===== src/rtl/maint_cmdq.sv =====
module maint_cmdq #(
  parameter int NCPU  = 2,
  parameter int DEPTH = 4,
  parameter int AW    = 32,
  parameter int LAT   = 3
) (
  input  logic                 clk,
  input  logic                 rst_n,
  input  logic                 req_valid,
  output logic                 req_ready,
  input  logic                 req_write,
  input  logic [((NCPU>1)?$clog2(NCPU):1)-1:0] req_cpu,
  input  logic [11:0]          req_addr,
  input  logic [31:0]          req_wdata,
  output logic [31:0]          rsp_rdata,
  output logic                 exec_valid,
  output logic [((NCPU>1)?$clog2(NCPU):1)-1:0] exec_cpu,
  output logic [1:0]           exec_op,
  output logic                 exec_all,
  output logic [AW-1:0]        exec_addr,
  output logic [AW-1:0]        exec_size
);
  localparam int CW = (NCPU > 1) ? $clog2(NCPU) : 1;
  localparam int PW = (DEPTH > 1) ? $clog2(DEPTH) : 1;
  localparam int TW = (LAT > 1) ? $clog2(LAT) : 1;
  localparam logic [11:0] A_PRIM = 12'h244, A_MODE = 12'h248, A_ADDR = 12'h24C,
                          A_SIZE = 12'h250, A_REG  = 12'h25C, A_DONE = 12'h260;

  logic          lock_held;
  logic [CW-1:0] lock_cpu;
  logic [3:0]    m_op;
  logic [1:0]    m_scope;
  logic          m_ntf;
  logic [AW-1:0] m_addr, m_size;
  logic [3:0]    prim;
  logic [PW:0]   count;
  logic [PW-1:0] wp, rp;
  logic          run;
  logic [TW-1:0] cnt;
  logic [NCPU-1:0] done, err;
  logic [PW:0]   pend [NCPU];

  logic [CW-1:0] q_cpu  [DEPTH];
  logic [1:0]    q_op   [DEPTH];
  logic          q_all  [DEPTH];
  logic          q_ntf  [DEPTH];
  logic [AW-1:0] q_addr [DEPTH];
  logic [AW-1:0] q_size [DEPTH];

  wire busy   = count != '0;
  assign req_ready = !(req_valid && !req_write && req_addr == A_PRIM && prim == 4'h8 && busy);
  wire hs     = req_valid && req_ready;
  wire wr     = hs && req_write;
  wire rd     = hs && !req_write;
  wire owner  = lock_held && lock_cpu == req_cpu;
  wire bad    = m_op > 4'd2 || m_scope > 2'd1;
  wire full   = count == (PW+1)'(DEPTH);
  wire rd_reg = rd && req_addr == A_REG;
  wire push   = rd_reg && owner && !bad && !full;
  wire start  = !run && busy;
  wire fin    = run && cnt == '0;
  wire whole  = m_scope[0];

  logic [1:0] reg_sts;
  assign reg_sts = !owner ? 2'b10 : bad ? 2'b01 : full ? 2'b10 : 2'b00;

  always_comb begin
    rsp_rdata = '0;
    case (req_addr)
      A_PRIM:  rsp_rdata = {28'd0, prim};
      A_REG:   rsp_rdata = {30'd0, reg_sts};
      A_DONE:  rsp_rdata = {29'd0, done[req_cpu], err[req_cpu], pend[req_cpu] != '0};
      default: rsp_rdata = '0;
    endcase
  end

  always_ff @(posedge clk) begin
    if (push) begin
      q_cpu[wp]  <= req_cpu;
      q_op[wp]   <= m_op[1:0];
      q_all[wp]  <= whole;
      q_ntf[wp]  <= m_ntf;
      q_addr[wp] <= whole ? '0 : m_addr;
      q_size[wp] <= whole ? '0 : m_size;
    end
  end

  always_ff @(posedge clk) begin
    if (!rst_n) begin
      lock_held <= 1'b0; lock_cpu <= '0;
      m_op <= '0; m_scope <= '0; m_ntf <= 1'b0; m_addr <= '0; m_size <= '0;
      prim <= '0; count <= '0; wp <= '0; rp <= '0; run <= 1'b0; cnt <= '0;
      exec_valid <= 1'b0; exec_cpu <= '0; exec_op <= '0; exec_all <= 1'b0;
      exec_addr <= '0; exec_size <= '0;
      done <= '0; err <= '0;
      for (int c = 0; c < NCPU; c++) pend[c] <= '0;
    end else begin
      if (wr && req_addr == A_MODE && (!lock_held || owner)) begin
        lock_held <= 1'b1;
        lock_cpu  <= req_cpu;
        m_op      <= req_wdata[3:0];
        m_scope   <= req_wdata[18:17];
        m_ntf     <= req_wdata[15];
      end
      if (wr && req_addr == A_ADDR && owner) m_addr <= req_wdata[AW-1:0];
      if (wr && req_addr == A_SIZE && owner) m_size <= req_wdata[AW-1:0];
      if (rd_reg && owner) lock_held <= 1'b0;
      if (wr && req_addr == A_PRIM && req_wdata[31:1] == 31'd4) prim <= req_wdata[3:0];

      if (push) wp <= wp + 1'b1;
      if (fin)  rp <= rp + 1'b1;
      count <= count + (PW+1)'(push) - (PW+1)'(fin);

      exec_valid <= start;
      if (start) begin
        run <= 1'b1;
        cnt <= TW'(LAT - 1);
        exec_cpu  <= q_cpu[rp];
        exec_op   <= q_op[rp];
        exec_all  <= q_all[rp];
        exec_addr <= q_addr[rp];
        exec_size <= q_size[rp];
      end else if (run) begin
        if (cnt == '0) run <= 1'b0;
        else           cnt <= cnt - 1'b1;
      end

      for (int c = 0; c < NCPU; c++) begin
        if (wr && req_addr == A_DONE && req_wdata[2] && req_cpu == CW'(c)) done[c] <= 1'b0;
        if (fin && q_ntf[rp] && q_cpu[rp] == CW'(c)) done[c] <= 1'b1;
        if (rd_reg && owner && bad && req_cpu == CW'(c)) err[c] <= 1'b1;
        else if (push && req_cpu == CW'(c)) err[c] <= 1'b0;
        pend[c] <= pend[c] + (PW+1)'(push && req_cpu == CW'(c))
                           - (PW+1)'(fin && q_cpu[rp] == CW'(c));
      end
    end
  end
endmodule



===== config.mk =====
export PLATFORM = sky130hd
export DESIGN_NAME = maint_cmdq
export DESIGN_NICKNAME = d
export VERILOG_FILES = /design/src/rtl/maint_cmdq.sv
export SDC_FILE = /design/constraint.sdc
export NUM_CORES = 1
export LEC_CHECK = 0
export ABC_CLOCK_PERIOD_IN_PS = 10200
export CAP_MARGIN = 20
export CORE_ASPECT_RATIO = 1.5
export CORE_MARGIN = 4
export CORE_UTILIZATION = 34
export CTS_CLUSTER_DIAMETER = 30
export DETAILED_ROUTE_END_ITERATION = 10
export MAX_ROUTING_LAYER = met4
export PLACE_DENSITY = 0.6
export SLEW_MARGIN = 20
export SYNTH_ARGS = -nofsm -noshare
export SYNTH_HDL_FRONTEND = slang
export SYNTH_SLANG_ARGS = --single-unit

===== constraint.sdc =====
create_clock -name clk -period 10.2 [get_ports clk]
set_clock_uncertainty 0.1 [all_clocks]
set_input_delay 2.04 -clock clk [delete_from_list [all_inputs] [get_ports clk]]
set_output_delay 2.04 -clock clk [all_outputs]
set_load 0.01 [all_outputs]

==> results of run 1 <==
## per-layer routing
metal	share of wire (%)	track usage (%)
met5	0	-
met4	2.9	4.99
met1	41	19.2
met3	5.0	2.39
met2	51	27.1
## cells by family (layout without fill, tap and decap cells)
group,Yosys count,in the layout,synth area share (%)
mux,80,80,9.51
other cells,1,29,0.0214
fa+ha+maj,12,12,0.986
buf+inv,138,269,3.83
compound gates,220,220,7.05
flops,444,444,66.5
xor+xnor,10,10,0.543
simple gates,381,381,11.6
## critical path, delay by kind of cell
family | cells | cell delay, ns
XOR/XNOR | 1 | 0.46
AO/OA/AOI/OAI | 1 | 0.18
AND/OR/NAND/NOR | 2 | 0.33
buffers and inverters | 2 | 1.31
## through the flow
stage	instances	area (um^2)	util (%)	power, uW	hold slack (ns)
finish	2114	21300	42.0	4570	0.353
global route	2114	21300	42.0	4750	0.376
CTS	2113	21300	42.0	4640	0.354
detailed placement	2000	19200	37.9	2520	0.346
global placement	2000	19200	37.9	2510	0.342
floorplan	1313	17600	-	2360	0.334
## registers in the layout, indices dropped and copies added, names as in the netlist, 6 cells and up, named ones only
name,count
exec_size,32
exec_addr,32
q_op,8
q_size,128
q_addr,128
m_size,32
m_addr,32
pend,6
## path summary, 6_finish.rpt
check                                      to  cells past startpoint  slack [ns]         start
worst max register to register  q_size[1][29]                      5        6.60       m_op[0]
worst max-delay path             rsp_rdata[0]                      6        3.73       req_cpu
worst min register to register   exec_size[5]                      2        0.35  exec_size[5]
worst min-delay path             exec_size[5]                      2        0.35  exec_size[5]
## area by class of cell
cell class / count / area, um^2
clock inverter: 45 / 484
antenna: 1 / 2.50
tap: 669 / 837
multi-input combinational: 731 / 5320
sequential: 444 / 11700
clock buffer: 68 / 1590
timing repair buffer: 141 / 1360
fill: 4673 / 29500
inverter: 15 / 58.8
## synth_stat cells (2+ instances only)
master	number
a21oi_1	139
a31oi_1	2
and2_1	14
and3_1	4
and4_1	3
buf_2	29
buf_4	29
clkbuf_1	64
dfxtp_1	168
edfxtp_1	276
fa_1	3
ha_1	9
inv_1	15
mux2i_1	10
mux4_2	69
nand2_1	160
nand2b_1	2
nand3_1	40
nand4_1	41
nor2_1	9
nor2b_1	67
nor3_1	6
nor3b_1	4
nor4_1	14
nor4b_1	2
nor4b_4	2
o21a_1	2
o21ai_0	34
o31ai_1	34
or2_2	2
xnor2_1	7
xor2_1	2
## where the power goes
group          switching [uW]  leakage, uW  internal [uW]  total (uW)
logic                     310      0.00197            166         476
registers                64.3      0.00456           1910        1980
clock network             854      0.00102           1260        2120
total                    1230      0.00755           3340        4570
==> flow_summary_export.csv, run 1 <==
group,metric,value,unit
outcome,status,"complete, no violations",
synthesis,ys_top_cells_by_area,"edfxtp_1, dfxtp_1, mux4_2, a21oi_1, nand2_1",
timing,finalCritPeriodShare,63.5,%
timing,setup_ws,3.73,ns
layout,area_growth,21.7,%
global_routing,antenna_found_initial,1,
drt,wire_per_inst,20.5,um
worst_setup_path,worstSetupPathType,"input pin to primary output",
global_routing,overflow,0,
synthesis,ys_ff_latch,444,
drt,drt-vias-per-instance,5.11,
synthesis,synth_cells,1286,
cts,cts.sinks,444,
global_routing,grtUsageTotal,15.7,%
timing,worst_pin_slew,1.02,ns
timing,maxSlewViolCount,0,
placement,dp_hpwl,27.0,mm
placement,gp_congestion,0.855,
worst_setup_path,required,8.06,ns
worst_setup_path,cp_common_cell,"clkdlybuf4s50_1",
global_routing,grt_max_degree,86,
synthesis,yosysSeqAreaShare,66.5,%
cts,clk_latency,0.59,ns
synthesis,avgSynthCellArea,13.6,um^2
floorplan,die_area,0.0553,mm^2
timing,finalHoldViolations,0,
placement,portBuffers,122,
layout,fin_nets,1454,
timing,rsz0062_at_grt,"false",
hold_path,hold_class,"flip-flop to flip-flop",
synthesis,synth_top_area_share,47.3,%
worst_setup_path,startpoint_type,"input pin",
timing,finalWorstPathRequiredPeriod,6.47,ns
layout,final_common_cell,"edfxtp_1",
cts,hold_buffers,0,
cts,root_buffer,"clkbuf_16",
worst_setup_path,crit_fanout,15,
layout,drive_above_1_share,15.2,%
cts,path_clk_slew,0.05,ns
cts,cts_resized,0,
power,peakVddDrop,0.179,mV
synthesis,yosysTopAreaCell,"edfxtp_1",
drt,drt_iter0_markers,774,
global_routing,grt_pass1_wl,66.7,mm
synthesis,synth_edf_count,276,
cts,cts_buffers,60,
power,leakage,0.00755,uW
floorplan,start_util,34.5,%
floorplan,die_h,286,um
global_routing,grt_pass1_vias,11000,
worst_setup_path,max_stage_delay,0.75,ns
worst_setup_path,cpMaxStageDelayCell,"clkdlybuf4s50_1",
timing,fin_tns_setup,0,ns
synthesis,netlist_area,0.0175,mm^2
cts,tritoncts,"yes",
cts,clk_path_buf_depth,3,
drt,final_antenna_net_count,0,
placement,preCtsSetupSlack,3.74,ns
floorplan,core_area,0.0508,mm^2
drt,first_pass_iters,5,
worst_setup_path,worst_setup_path_end_kind,"primary output",
job,drv_cap,0,
synthesis,ys_warn_count,0,
floorplan,fp.dieW,193,um
power,power_density,214,mW/mm^2
cts,h-tree-depth,2,
timing,max_freq,0.154,GHz
worst_setup_path,crit_arrival,4.33,ns
synthesis,postSynth.asyncResetShare,0,%
layout,mostFrequentLayoutCells,"edfxtp_1, dfxtp_1, nand2_1",
drt,drt-total-wl,43.3,mm
synthesis,synthDistinctLibCells,56,
drt,drcViolationCount,0,
worst_setup_path,crit_chain,"clkdlybuf4s50_1 -> xnor2_2 -> and3_1 -> nand4_1 -> a31oi_1 -> clkdlybuf4s50_1",
floorplan,rows,101,
timing,relSlewSlack,32.2,%
cts,cts_setup_buffers,0,
synthesis,ys_dominant_reg_cell,"edfxtp_1",
floorplan,num_io_pins,151,
timing,setup_viol,0,
drt,vias,10800,
No activity file was read; power rests on OpenSTA's default activity.
==> inputs of run 2 (changes only) <==
ABC_CLOCK_PERIOD_IN_PS = 5900   (was 10200)
PLACE_DENSITY = 0.62   (was 0.6)
clock period = 5.9 ns   (was 10.2 ns; I/O delays follow)
==> run 2 against run 1 <==
  * Power increased by 81%
  * Combinational power increased by 71%
  * Hold slack about the same
  * First-iteration DRC count increased by 2.2%
  * Critical path type unchanged
  * Setup slack got worse by 2.5 ns
  * Clock power increased by 90%
  * Core utilization increased by 0.60 points
  * Count of clock-buffer cells in the layout increased by 7
  * Via count increased by 0.27%
  * Critical path depth unchanged
  * Sequential share of layout area decreased by 0.78 points
==> flow_summary_export.csv, run 2 (synthesized netlist as in run 1, its figures left out) <==
group,metric,value,unit
hold_path,hold_class,"flip-flop to flip-flop",
power,p_sw,2130,uW
floorplan,die_h,286,um
timing,setup_viol,0,
drt,drt-total-wl,43.6,mm
cts,h-tree-depth,3,
power,p_clk_share,48.7,%
hold_path,min_to,"exec_addr[10]",
power,peakVddDrop,0.412,mV
timing,finalCritPeriodShare,80.0,%
worst_setup_path,cpMaxStageDelayCell,"nor4b_4",
drt,first_pass_iters,7,
timing,max_freq,0.212,GHz
worst_setup_path,worstSetupPathType,"input pin to primary output",
cts,cts_setup_buffers,0,
timing,finalHoldViolations,0,
worst_setup_path,startpoint_type,"input pin",
placement,placed_area,0.0193,mm^2
drt,drcViolationCount,0,
floorplan,fp.dieW,193,um
floorplan,core_area,0.0508,mm^2
layout,mostFrequentLayoutCells,"edfxtp_1, dfxtp_1, nand2_1",
layout,area_growth,23.4,%
power,internal-power,6150,uW
timing,fin_tns_setup,0,ns
worst_setup_path,crit_arrival,3.44,ns
floorplan,start_util,34.5,%
cts,root_buffer,"clkbuf_16",
floorplan,die_area,0.0553,mm^2
power,seqPwrFrac,41.5,%
worst_setup_path,r2r-end,"q_addr[2][11]",
drt,final_antenna_net_count,0,
layout,largest_registers,"q_addr: 128 flops, q_size: 128 flops",
worst_setup_path,max_stage_delay,0.69,ns
power,power_density,383,mW/mm^2
layout,final_cell_area,0.0216,mm^2
cts,cts_buffers,67,
timing,relSlewSlack,38.8,%
drt,vias,10800,
global_routing,grtUsageTotal,15.9,%
global_routing,grt_pass1_wl,66.7,mm
drt,drt_iter0_markers,791,
worst_setup_path,worst_setup_path_end_kind,"primary output",
global_routing,overflow,0,
worst_setup_path,reg2reg_depth,5,
layout,final_common_cell,"edfxtp_1",
placement,gp_congestion,0.833,
cts,clk_path_buf_depth,3,
job,drv_cap,0,
layout,drive_above_1_share,15.7,%
cts,clk_latency,0.56,ns
power,p_comb_share,9.8,%
drt,wire_per_inst,20.5,um
worst_setup_path,required,4.62,ns
floorplan,rows,101,
timing,maxSlewViolCount,0,
drt,drt-vias-per-instance,5.10,
placement,dp_hpwl,27.9,mm
worst_setup_path,rr_startpoint,"m_op[1]",
hold_path,hp-start,"exec_addr[10]",
cts,hold_buffers,0,
layout,fin_nets,1464,
worst_setup_path,reg2reg_slack,2.86,ns
layout,fillers,4586,
worst_setup_path,cp_common_cell,"clkdlybuf4s50_1",
cts,cts_resized,0,
worst_setup_path,crit_fanout,13,
global_routing,antenna_found_initial,1,
cts,cts.sinks,444,
power,swShare,25.7,%
power,leakage,0.00768,uW
timing,worst_pin_slew,0.918,ns
floorplan,num_io_pins,151,
hold_path,holdPathStages,2,
cts,path_clk_slew,0.05,ns
cts,tritoncts,"yes",
worst_setup_path,crit_chain,"clkdlybuf4s50_1 -> nor4b_4 -> nand4_4 -> a21oi_1 -> a211o_1 -> clkdlybuf4s50_1",
outcome,status,"complete, no violations",
global_routing,grt_max_degree,78,
global_routing,grt_pass1_vias,11200,
timing,finalWorstPathRequiredPeriod,4.72,ns
placement,portBuffers,122,
timing,rsz0062_at_grt,"false",
[run 2: changes by cell type in the layout (fill, tap and decap cells not counted), moves of 2 or more]
cell | previous run | this run
bufinv_16 | 4 | 8
buf_12 | 0 | 4
clkbuf_16 | 62 | 69
clkinv_8 | 4 | 2
inv_6 | 12 | 14
inv_8 | 8 | 4
[run 2: worst max-delay path by stage]
stage / slack (ns) / to / from / cells past startpoint
after floorplan: 1.55 / q_addr[0][0] / req_addr[8] / 5
after global placement: 1.20 / rsp_rdata[1] / req_addr[8] / 6
after detailed placement: 1.17 / rsp_rdata[1] / req_addr[8] / 6
after CTS: 1.18 / rsp_rdata[1] / req_addr[8] / 6
after global routing: 0.95 / rsp_rdata[1] / req_addr[2] / 6
final: 1.18 / rsp_rdata[1] / req_addr[8] / 6
[run 2: area by class of cell]
type,instances,area (um^2),area share (%)
sequential,444,11700,53.9
multi-input combinational,731,5310,24.6
clock buffer,75,1760,8.14
timing repair buffer,144,1440,6.64
tap,669,837,3.87
clock inverter,46,553,2.56
inverter,15,58.8,0.272
antenna,2,5.00,0.0231
[run 2: power by group through the flow]
| stage | logic [uW] | clock network [uW] | registers (uW) |
|---|---|---|---|
| 4_1_cts | 848 | 4100 | 3440 |
| 2_1_floorplan | 683 | 0 | 3400 |
| 3_3_place_gp | 833 | 0 | 3500 |
| 3_5_place_dp | 843 | 0 | 3500 |
| 6_report | 814 | 4030 | 3430 |
| 5_1_grt | 920 | 4240 | 3450 |
[run 2: routing by layer]
layer / vias up / wire length, um / track usage (%) / share of wire (%)
met5: - / 0 / - / 0
met4: 0 / 2010 / 7.90 / 4.6
met3: 99 / 2370 / 2.63 / 5.4
met2: 389 / 22200 / 27.0 / 51
met1: 5333 / 17000 / 18.4 / 39
li1: 5012 / - / - / -
[run 2: worst max-delay path, delay by kind of cell]
| kind | cells | cell delay, ns |
|---|---|---|
| buffers and inverters | 2 | 0.99 |
| and+or+nand+nor | 2 | 0.94 |
| AOI/OAI and AO/OA | 2 | 0.32 |
[run 2: metrics by stage]
step	std cells	total power, uW	hold WS, ns	utilization, %	setup slack (ns)
floorplan	1313	4080	0.334	-	1.55
global placement	2003	4330	0.343	38.0	1.20
detailed placement	2003	4340	0.345	38.0	1.17
CTS	2124	8380	0.353	42.5	1.18
global route	2125	8610	0.363	42.6	0.951
finish	2126	8280	0.353	42.6	1.18
==> inputs of run 3 (changes only) <==
ABC_CLOCK_PERIOD_IN_PS = 4180   (was 5900)
clock period = 4.18 ns   (was 5.9 ns; I/O delays follow)
==> run 3 against run 2 <==
  * Final area about the same
  * Non-clock buffer count up 9
  * Critical path type unchanged
  * Combinational power up 49%
  * Highest routed layer unchanged
  * Hold slack about the same
  * Power up 39%
  * Largest power group unchanged
  * Clock power up 35%
==> flow_summary_export.csv, run 3 (synthesized netlist as in run 1, its figures left out) <==
group,metric,value,unit
drt,drt_iter0_markers,707,
power,swShare,27.1,%
power,internal-power,8370,uW
timing,setup_viol,0,
worst_setup_path,required,3.24,ns
power,leakage,0.00768,uW
timing,max_freq,0.261,GHz
layout,drive_above_1_share,16.0,%
drt,drt-vias-per-instance,5.11,
floorplan,fp.dieW,193,um
drt,drt-total-wl,43.0,mm
cts,tritoncts,"yes",
power,p_clk_share,47.5,%
drt,m1WireLength,17.2,mm
worst_setup_path,reg2reg_depth,9,
worst_setup_path,worst_setup_path_end_kind,"primary output",
global_routing,overflow,0,
power,p_sw,3120,uW
worst_setup_path,reg2reg_slack,1.45,ns
power,power,11500,uW
timing,relSlewSlack,32.2,%
cts,h-tree-depth,2,
worst_setup_path,r2r-end,"count[2]",
cts,clk_latency,0.61,ns
timing,fin_tns_setup,0,ns
global_routing,grt_pass1_vias,11200,
worst_setup_path,crit_start,"req_addr[8]",
layout,final_common_cell,"edfxtp_1",
drt,wire_per_inst,20.2,um
timing,finalWorstPathRequiredPeriod,3.84,ns
drt,wl_met2,22.2,mm
worst_setup_path,endpoint,"rsp_rdata[1]",
cts,cts.sinks,444,
placement,gp_congestion,0.855,
placement,dp_hpwl,27.3,mm
drt,vias,10900,
worst_setup_path,crit_fanout,2,
worst_setup_path,startpoint_type,"input pin",
floorplan,core_area,0.0508,mm^2
drt,highest_layer,"met4",
timing,maxSlewViolCount,0,
layout,largest_registers,"q_addr: 128 flops, q_size: 128 flops",
outcome,status,"complete, no violations",
timing,rsz0062_at_grt,"false",
layout,fillers,4649,
hold_path,hold_class,"flip-flop to flip-flop",
layout,final-seq-area,0.0117,mm^2
global_routing,grt_pass1_wl,66.3,mm
power,seqPwrFrac,42.0,%
drt,drcViolationCount,0,
floorplan,die_area,0.0553,mm^2
job,drv_cap,0,
worst_setup_path,crit_arrival,2.90,ns
timing,finalCritPeriodShare,91.8,%
cts,cts_resized,0,
power,power_density,531,mW/mm^2
cts,cts_buffers,61,
floorplan,start_util,34.5,%
timing,worst_pin_slew,1.02,ns
worst_setup_path,rr_startpoint,"m_op[1]",
placement,portBuffers,122,
power,p_comb_share,10.6,%
layout,fin_nets,1467,
cts,hold_buffers,0,
global_routing,grtUsageTotal,15.6,%
drt,first_pass_iters,5,
drt,wl_met3,2.11,mm
power,peakVddDrop,0.331,mV
floorplan,die_h,286,um
layout,multi_input_area,0.00531,mm^2
drt,final_antenna_net_count,0,
timing,finalHoldViolations,0,
layout,mostFrequentLayoutCells,"edfxtp_1, dfxtp_1, nand2_1",
timing,setup_ws,0.344,ns
worst_setup_path,worstSetupPathType,"input pin to primary output",
floorplan,rows,101,
cts,clk_path_buf_depth,3,
placement,preCtsSetupSlack,0.372,ns
cts,cts_setup_buffers,0,
global_routing,grt_max_degree,85,
global_routing,antenna_found_initial,1,
cts,root_buffer,"clkbuf_16",
layout,area_growth,23.4,%
cts,path_clk_slew,0.06,ns
floorplan,num_io_pins,151,
## run 3: changes by cell type in the layout (fill, tap and decap cells not counted), moves of 2 or more
| cell | delta |
|---|---|
| clkinv_2 | -6 |
| inv_8 | +4 |
| clkbuf_1 | -3 |
| clkinv_1 | +2 |
| clkinv_16 | +2 |
| buf_12 | +2 |
| clkinv_4 | +5 |
| clkbuf_16 | -7 |
| buf_4 | +7 |
## run 3: power groups by stage
stage	clock network [uW]	logic [uW]	registers, uW
global placement	0	1240	4920
CTS	5540	1250	4830
detailed placement	0	1250	4920
finish	5460	1210	4820
floorplan	0	964	4800
global route	5750	1350	4840
## run 3: metrics by stage
step / util (%) / instance area, um^2 / hold slack, ns / instances
after floorplan: - / 17600 / 0.334 / 1313
after global placement: 38.2 / 19400 / 0.344 / 2012
after detailed placement: 38.2 / 19400 / 0.349 / 2012
after CTS: 42.6 / 21600 / 0.357 / 2128
after global routing: 42.6 / 21600 / 0.371 / 2129
final: 42.6 / 21600 / 0.353 / 2129
## run 3: worst min path at each step
stage,cells past startpoint,startpoint,endpoint
3_3_place_gp,2,m_op[3],m_op[3]
5_1_grt,2,exec_addr[11],exec_addr[11]
2_1_floorplan,2,m_scope[1],m_scope[1]
4_1_cts,2,exec_addr[11],exec_addr[11]
3_5_place_dp,2,exec_addr[11],exec_addr[11]
6_report,2,exec_addr[11],exec_addr[11]
## run 3: final cells by class
class / count / area share, %
repair buffers: 153 / 7.07
clock buffers: 64 / 7.21
clock inverters: 52 / 3.10
well taps: 669 / 3.87
flip-flops and latches: 444 / 53.9
multi-input cells: 731 / 24.6
diodes: 1 / 0.0116
inverters: 15 / 0.272
## run 3: metal layers
layer,vias up,global-route usage [%]
li1,4995,-
met1,5427,18.4
met2,368,26.8
met3,81,2.56
met4,0,6.25
met5,-,-
## run 3: worst max-delay path: stages
cell and delay, ns:
clkdlybuf4s50_1 0.46, or4b_2 0.71, nor3_1 0.22, a211o_1 0.14, clkdlybuf4s50_1 0.53
